### src/rtl/tpc_pkg.sv
// Package: shared types for the toggle bit polling controller.
// Assumes: one read or one write in flight at a time.
package tpc_pkg;
    typedef enum logic [2:0] {
        ST_IDLE,
        ST_RD_A,
        ST_RD_B,
        ST_CHK_A,
        ST_CHK_B,
        ST_RST_WR
    } tpc_state_e;
endpackage

### src/rtl/tpc_judge.sv
// Module: tpc_judge
// Decides, for the second read of a pair, whether the toggle bit moved and
// whether the timeout flag is set. Purely combinational.
// Assumes: first_tog holds the toggle bit of the first read of the pair.
module tpc_judge #(
    parameter int DATA_W  = 8,
    parameter int TOG_BIT = 6,
    parameter int LIM_BIT = 5
) (
    input  logic              first_tog,
    input  logic [DATA_W-1:0] data,
    output logic              toggling,
    output logic              limit_hit
);
    // Compare toggle bit and pick out the timeout flag of the latest read.
    always_comb begin
        toggling  = data[TOG_BIT] ^ first_tog;
        limit_hit = data[LIM_BIT];
    end
endmodule

### src/rtl/tpc_iter_cnt.sv
// Module: tpc_iter_cnt
// Counts top-level read pairs that ended toggling with the timeout flag low,
// against a limit captured at load. 'last' says the pair now ending is the
// final one allowed. A limit of 0 behaves as 1.
// Assumes: load and step are never high in the same cycle.
module tpc_iter_cnt #(
    parameter int ITER_W = 16
) (
    input  logic              clk,
    input  logic              rst_n,
    input  logic              load,
    input  logic [ITER_W-1:0] lim_in,
    input  logic              step,
    output logic              last
);
    localparam int CW = ITER_W + 1;

    logic [ITER_W-1:0] cnt_q;
    logic [ITER_W-1:0] lim_q;

    // Hold the pair count and the captured limit.
    always_ff @(posedge clk) begin
        if (!rst_n) begin
            cnt_q <= '0;
            lim_q <= '0;
        end else if (load) begin
            cnt_q <= '0;
            lim_q <= lim_in;
        end else if (step) begin
            cnt_q <= cnt_q + 1'b1;
        end
    end

    // The pair in progress is the last one when its number reaches the limit.
    always_comb begin
        last = ({1'b0, cnt_q} + CW'(1)) >= {1'b0, lim_q};
    end
endmodule

### src/rtl/toggle_poll_ctrl.sv
// Module: toggle_poll_ctrl (top)
// Polls a flash device by toggle bit comparison of read pairs, rechecks
// once when the timeout flag is seen, writes the reset code on failure and
// reports a one-cycle done with a held fail level.
// Assumes: rd_data is valid in the cycle rd_ack is high; acks only answer
// an active request; reads and writes need no address.
module toggle_poll_ctrl #(
    parameter int              DATA_W    = 8,
    parameter int              TOG_BIT   = 6,
    parameter int              LIM_BIT   = 5,
    parameter int              ITER_W    = 16,
    parameter logic [DATA_W-1:0] RESET_CMD = 8'hF0
) (
    input  logic              clk,
    input  logic              rst_n,
    input  logic              start,
    input  logic              abort,
    input  logic [ITER_W-1:0] max_iter,
    output logic              rd_req,
    input  logic              rd_ack,
    input  logic [DATA_W-1:0] rd_data,
    output logic              wr_req,
    input  logic              wr_ack,
    output logic [DATA_W-1:0] wr_data,
    output logic              done,
    output logic              fail,
    output logic              array_ready
);
    import tpc_pkg::*;

    tpc_state_e state_q;
    logic       first_tog_q;
    logic       toggling;
    logic       limit_hit;
    logic       last_pair;
    logic       busy;
    logic       cnt_load;
    logic       cnt_step;

    tpc_judge #(
        .DATA_W (DATA_W),
        .TOG_BIT(TOG_BIT),
        .LIM_BIT(LIM_BIT)
    ) u_judge (
        .first_tog(first_tog_q),
        .data     (rd_data),
        .toggling (toggling),
        .limit_hit(limit_hit)
    );

    tpc_iter_cnt #(
        .ITER_W(ITER_W)
    ) u_iter (
        .clk   (clk),
        .rst_n (rst_n),
        .load  (cnt_load),
        .lim_in(max_iter),
        .step  (cnt_step),
        .last  (last_pair)
    );

    // Port requests and counter controls decoded from the state.
    always_comb begin
        busy     = (state_q != ST_IDLE);
        rd_req   = (state_q == ST_RD_A) || (state_q == ST_RD_B) ||
                   (state_q == ST_CHK_A) || (state_q == ST_CHK_B);
        wr_req   = (state_q == ST_RST_WR);
        wr_data  = RESET_CMD;
        cnt_load = (state_q == ST_IDLE) && start;
        cnt_step = (state_q == ST_RD_B) && rd_ack && !abort &&
                   toggling && !limit_hit;
    end

    // Polling sequence, result flags and stored toggle bit.
    always_ff @(posedge clk) begin
        if (!rst_n) begin
            state_q     <= ST_IDLE;
            first_tog_q <= 1'b0;
            done        <= 1'b0;
            fail        <= 1'b0;
            array_ready <= 1'b0;
        end else begin
            done <= 1'b0;
            if (busy && abort) begin
                state_q <= ST_IDLE;
            end else begin
                case (state_q)
                    ST_IDLE: begin
                        if (start) begin
                            state_q     <= ST_RD_A;
                            first_tog_q <= 1'b0;
                            fail        <= 1'b0;
                            array_ready <= 1'b0;
                        end
                    end
                    ST_RD_A, ST_CHK_A: begin
                        if (rd_ack) begin
                            first_tog_q <= rd_data[TOG_BIT];
                            state_q     <= (state_q == ST_RD_A) ? ST_RD_B : ST_CHK_B;
                        end
                    end
                    ST_RD_B: begin
                        if (rd_ack) begin
                            if (!toggling) begin
                                state_q     <= ST_IDLE;
                                done        <= 1'b1;
                                array_ready <= 1'b1;
                            end else if (limit_hit) begin
                                state_q <= ST_CHK_A;
                            end else if (last_pair) begin
                                state_q <= ST_RST_WR;
                            end else begin
                                state_q <= ST_RD_A;
                            end
                        end
                    end
                    ST_CHK_B: begin
                        if (rd_ack) begin
                            if (!toggling) begin
                                state_q     <= ST_IDLE;
                                done        <= 1'b1;
                                array_ready <= 1'b1;
                            end else begin
                                state_q <= ST_RST_WR;
                            end
                        end
                    end
                    ST_RST_WR: begin
                        if (wr_ack) begin
                            state_q <= ST_IDLE;
                            done    <= 1'b1;
                            fail    <= 1'b1;
                        end
                    end
                    default: state_q <= ST_IDLE;
                endcase
            end
        end
    end
endmodule

### config.mk
export PLATFORM = sky130hd
export DESIGN_NAME = toggle_poll_ctrl
export DESIGN_NICKNAME = d
export VERILOG_FILES = /design/src/rtl/tpc_pkg.sv /design/src/rtl/tpc_judge.sv /design/src/rtl/tpc_iter_cnt.sv /design/src/rtl/toggle_poll_ctrl.sv
export SDC_FILE = /design/constraint.sdc
export NUM_CORES = 1
export LEC_CHECK = 0
export CAP_MARGIN = 20
export CORE_ASPECT_RATIO = 0.5
export CORE_MARGIN = 2
export CORE_UTILIZATION = 47
export DETAILED_ROUTE_END_ITERATION = 6
export DONT_BUFFER_PORTS = 1
export RECOVER_POWER = 50
export SKIP_CTS_REPAIR_TIMING = 1
export SYNTH_ARGS = -nofsm -noshare
export SYNTH_HDL_FRONTEND = slang
export SYNTH_SLANG_ARGS = --single-unit
### constraint.sdc
create_clock -name clk -period 6.47 [get_ports clk]
set_input_delay 0.3235 -clock clk [delete_from_list [all_inputs] [get_ports clk]]
set_output_delay 0.3235 -clock clk [all_outputs]
set_load 0.01 [all_outputs]
# Word-level counts from Yosys, hierarchy flattened
# Index checks and enable logic that the tools add are counted.
totals:
  reg_bits: 39
  in_bits: 30
  out_inout_bits: 13
  elab_cells: 72
classes:
  add_sub_neg: 2
  magnitude_cmp: 1
  eq_ne: 12
  n_mux: 23
  bitwise: 3
  n_reduce_logical: 24
ops:
  columns: ["op", "n"]
  rows:
  - ["two-way mux 3 bit", 10]
  - ["adder 16 x 1 -> 17 bit (second input constant)", 1]
  - [">= comparator 17 x 16 -> 1 bit", 1]
  - ["adder 16 x 1 -> 16 bit (second input constant)", 1]
  - ["case mux 3 bit (5 select lines)", 1]
  - ["!= test 2 bit (second input constant)", 5]
  - ["AND reduction 5 bit", 2]
  - ["two-way mux 1 bit", 8]
  - ["case mux 1 bit (2 select lines)", 4]
  - ["AND reduction 4 bit", 2]
  - ["OR reduction 2 bit", 4]
  - ["== test 3 x 2 -> 1 bit (second input constant)", 2]
  - ["== test 3 bit (second input constant)", 2]
  - ["logical AND 1 bit", 6]
  - ["nonzero test 2 bit", 3]
  - ["!= test 2 x 1 -> 1 bit (second input constant)", 2]
  - ["== test 3 x 1 -> 1 bit (second input constant)", 1]
  - ["zero test 3 bit", 1]
  - ["logical OR 1 bit", 3]
  - ["nonzero test 3 bit", 1]
  - ["zero test 1 bit", 2]
  - ["NOT 1 bit", 2]
  - ["XOR 1 bit", 1]

# Depth between registers and ports, before layout
depth:
  word_depth: 7
  mapped_depth: 11
  ltp_nobuf: 11

# Cells and area by module
# Synthesis repeated with hierarchy kept, for this count alone.
unflattened:
  hier_cells: 294
  area_unflattened_um2: 2456.1
modules_own_cells:
  columns: ["module", "n_inst", "cells_each", "area_each_um2", "seq_area_each_um2"]
  rows:
  - ["tpc_iter_cnt", 1, 220, 1893.1, 640.6]
  - ["toggle_poll_ctrl", 1, 72, 546.8, 140.1]
  - ["tpc_judge", 1, 2, 16.3, 0.0]

# Worst setup path after synthesis
# No wires, ideal clock.
synth_timing:
  path_kind: "register to register"
  startpoint: "register u_iter.cnt_q[0]"
  endpoint: "register state_q[2]"
  setup_time_ns: 0.058
  t_arrival_ns: 2.560
  slack_ns: 3.853
  path_stages_with_launch: 12
  n_path_buf: 0
  period_less_slack_ns: 2.617
  path_cell_list: "dfxtp_1 -> ha_1 -> nand3_1 -> nor3_1 -> nand3_1 -> xnor2_1 -> ha_1 -> nand3_1 -> nor4_1 -> a41oi_1 -> a211oi_1 -> a211o_1"
synth_between:
  elab_chain_len: 7
synth_lines:
  columns: ["item", "line_no", "rtl"]
  rows:
  - ["from (decl)", "tpc_iter_cnt.sv:18", "logic [ITER_W-1:0] cnt_q;"]
  - ["from (signal assigned)", "tpc_iter_cnt.sv:30", "cnt_q <= cnt_q + 1'b1;"]
  - ["adder 16 x 1 -> 17 bit", "tpc_iter_cnt.sv:36", "last = ({1'b0, cnt_q} + CW'(1)) >= {1'b0, lim_q};"]
  - [">= comparator 17 x 16 -> 1 bit", "tpc_iter_cnt.sv:36", null]
  - ["two-way mux 3 bit", "toggle_poll_ctrl.sv:110", "end else if (last_pair) begin"]
  - ["two-way mux 3 bit", "toggle_poll_ctrl.sv:108", "end else if (limit_hit) begin"]
  - ["two-way mux 3 bit", "toggle_poll_ctrl.sv:104", "if (!toggling) begin"]
  - ["two-way mux 3 bit", "toggle_poll_ctrl.sv:103", "if (rd_ack) begin"]
  - ["case mux 3 bit (5 select lines)", "toggle_poll_ctrl.sv:87", "case (state_q)"]
  - ["to (signal assigned)", "toggle_poll_ctrl.sv:99", "state_q <= (state_q == ST_RD_A) ? ST_RD_B : ST_CHK_B;"]
  - ["to (decl)", "toggle_poll_ctrl.sv:31", "tpc_state_e state_q;"]
# No other way between the ends. The select of a mux whose other input is x is not followed.
# A chain may end at the register's enable or synchronous reset.

# Worst setup path in the final report
# Ends and elaborated chain as after synthesis.

==> summary.md <==
| Metric | Value |
|---|---|
| Chip height | `55.31 um` |
| Place WS | `3463 ps` |
| Total power after layout | `0.0005925 W` |
| Final worst path period need | `3036 ps` |
| Num Clock Sinks | `39` |
| H-tree depth | `2` |
| Final TNS setup | `0 ps` |
| #FFs+latches synth | `39` |
| Reg-to-Reg End | `state_q[2]$_SDFFE_PP0P_` |
| Highest clock rate | `329.4 MHz` |
| Initial antenna violation count | `0` |
| Fin cells | `365` |
| DP HPWL | `3.581 mm` |
| Vias per Instance | `5.236` |
| Post-synth EDFFs | `0` |
| Top cells by area, synth | `dfxtp_1 32%, ha_1 8.6%, nand2_1 7.9%, xor2_1 6.0%, xnor2_1 5.3%` |
| Hold Path Class | `input pin to flip-flop` |
| CTS clk-pin slew, worst paths | `70 ps` |
| PortBufs | `0` |
| Hold Vio Cnt, Final | `0` |
| Vias | `1,911` |
| I/O pin cnt | `43` |
| Largest fanout on the critical path | `5` |
| Worst slew margin | `0.4102` |
| R2r startpoint | `u_iter.cnt_q[0]$_SDFFE_PP0P_` |
| Row cnt | `18` |
| Slew of the pin with the lowest slew margin | `878.2 ps` |
| Top cells by count, synth | `52 x nand2_1, 39 x dfxtp_1, 23 x nor2_1` |
| Seq/Total Area, Yosys | `0.3155` |
| Syn Area/Cell | `8.141 um2` |
| Antenna Nets Post-Route | `0` |
| Yosys top cell area share | `0.3155` |
| Clock skew | `4.439 ps` |
| Total GRT Usage | `0.1718` |
| Largest area contributor in the netlist | `dfxtp_1` |
| HP Start | `max_iter[9]` |
| Drt pass-1 iters | `4` |
| Critical Path Sink Type | `flip-flop` |
| DR DRC count | `0` |
| First-pass GRT wire length | `8.169 mm` |
| Worst R2R Setup Slack | `3430 ps` |
| Num CTS Buffers | `5` |
| Total core area | `5000 um2` |
| Largest net degree at the start of global routing | `22` |
| Number of global-route vias before repair | `1,749` |
| Final-report setup violation count | `0` |
| CP startpoint kind | `flip-flop` |
| Top-count cell post-synth | `nand2_1` |
| Final wirelength | `4.750 mm` |
| Cell count after synthesis | `304` |
| RSZ-0062 raised after global routing | `false` |
| YS warnings | `0` |
| Initial cell density of the core | `0.4950` |
| Crit Path Class | `flip-flop to flip-flop` |
| Final Core Density | `0.5063` |
| Peak supply drop | `0.1093 mV` |
| Iter 0 DRT Violations | `60` |
| Area occupied by multi-input gates | `1526 um2` |
| Arr. time, crit path | `3260 ps` |
| R2R cell count | `11` |
| Fill count | `499` |
| Inst Count DP | `359` |
| Ratio of total power to cell area | `234.1 nW/um2` |
| Final net count | `343` |
| Top FF cell, synth | `dfxtp_1` |
| Final worst slack | `3434 ps` |
| Crit share post-route | `0.4693` |
| Clk buf depth | `2` |
| Status | `completed` |
| Slew Viols, Final | `0` |
| FF+latch area | `780.7 um2` |
| # diodes | `0` |
| Share of cells above drive strength 1 | `0.04407` |
| Grt ovf | `0` |
| Root Buffer | `clkbuf_8` |
| Average wire per standard cell | `13.01 um` |
| P&R area growth vs syn | `2.275%` |
| Leak pwr | `0.9878 nW` |
| Worst skew pair latency | `280 ps` |
| Final RePlAce weighted congestion | `0.8090` |
| Die W | `106.6 um` |
| Worst Setup SP | `u_iter.cnt_q[0]$_SDFFE_PP0P_` |
| CP Data Required Time | `6700 ps` |
| Mapped Area | `2475 um2` |
| Total die area | `5897 um2` |
| CTS tree | `yes` |
| Cell variety after synth | `46` |
| Async SR Flop Fraction | `0` |
| Crit path to | `state_q[2]$_SDFFE_PP0P_` |
| Maximum Capacitance Violations | `0` |
[per-stage QoR]
step                area [um2]  hold slack, ps
CTS                       2531           168.7
finish                    2531           170.9
floorplan                 2497           435.1
detailed placement        2459           449.9
global route              2531           157.1
global placement          2459           443.3
[cells in the final DEF, fill, tap and decap left out, types with 2 or more instances in the layout]
master	instances
a211oi_1	3
a21boi_0	14
a21boi_1	4
a21oi_1	6
a22oi_1	2
and2_0	2
and4_1	2
clkbuf_8	5
conb_1	8
dfxtp_1	39
ha_1	17
inv_1	17
mux2i_1	2
nand2_1	52
nand2b_1	3
nand3_1	9
nand4_1	7
nand4b_1	3
nor2_1	23
nor2_2	2
nor2b_1	5
nor3_1	10
nor4_4	2
o211ai_1	2
o21ai_0	8
xnor2_1	15
xor2_1	17
[cell families (layout without fill, tap and decap cells)]
kind of cell	count (synthesis)	after routing	share of synthesized area
AND/OR/NAND/NOR	128	128	0.2715
flip-flops	39	39	0.3155
multiplexers	2	2	0.008089
XOR/XNOR	32	32	0.1132
AO/OA/AOI/OAI	45	45	0.1218
adder cells (fa/ha/maj)	18	18	0.08999
other	2	8	0.003034
buffers and inverters	38	23	0.07685
[final cells by class]
cell class	instances	area share
Inverter	17	0.02521
Sequential cell	39	0.3085
Clock buffer	6	0.02867
Tap cell	70	0.03460
Multi-Input combinational cell	233	0.6031
[worst max-delay path, cell delays in order, from the launching register on]
cell and delay [ps]:
dfxtp_1 450, ha_1 240, nand3_1 250, nor3_1 500, nand3_1 150, xnor2_1 170
ha_1 320, nand3_1 130, nor4_1 290, a41oi_1 150, a211oi_1 210, a211o_1 130
[sequential cells by signal, indices dropped and copies added (netlist names)]
signal	count
u_iter.cnt_q	16
u_iter.lim_q	16
state_q	3
array_ready	1
done	1
fail	1
first_tog_q	1
[worst min path at each step]
stage                                         end  slack (ps)  cells after the start
finish               u_iter.lim_q[9]$_SDFFE_PN0P_         170                      2
global route             array_ready$_SDFFE_PN0P_         160                      1
CTS                  u_iter.lim_q[4]$_SDFFE_PN0P_         170                      2
detailed placement   u_iter.lim_q[8]$_SDFFE_PN0P_         450                      2
global placement     u_iter.lim_q[2]$_SDFFE_PN0P_         440                      2
floorplan           u_iter.lim_q[10]$_SDFFE_PN0P_         440                      2
[metal layers]
layer	track usage	part of all wire
met5	0	0
met2	0.2630	0.41
met4	0.02226	0.0021
met3	0.04841	0.050
met1	0.2478	0.54
[power by group]
group / internal (W) / total [W] / switching (W)
clock: 0.0000719 / 0.000149 / 0.0000769
sequential: 0.000264 / 0.000289 / 0.0000252
combinational: 0.0000583 / 0.000155 / 0.0000966
total: 0.000394 / 0.000592 / 0.000199
Note: power is estimated with default switching activity, not from simulation.
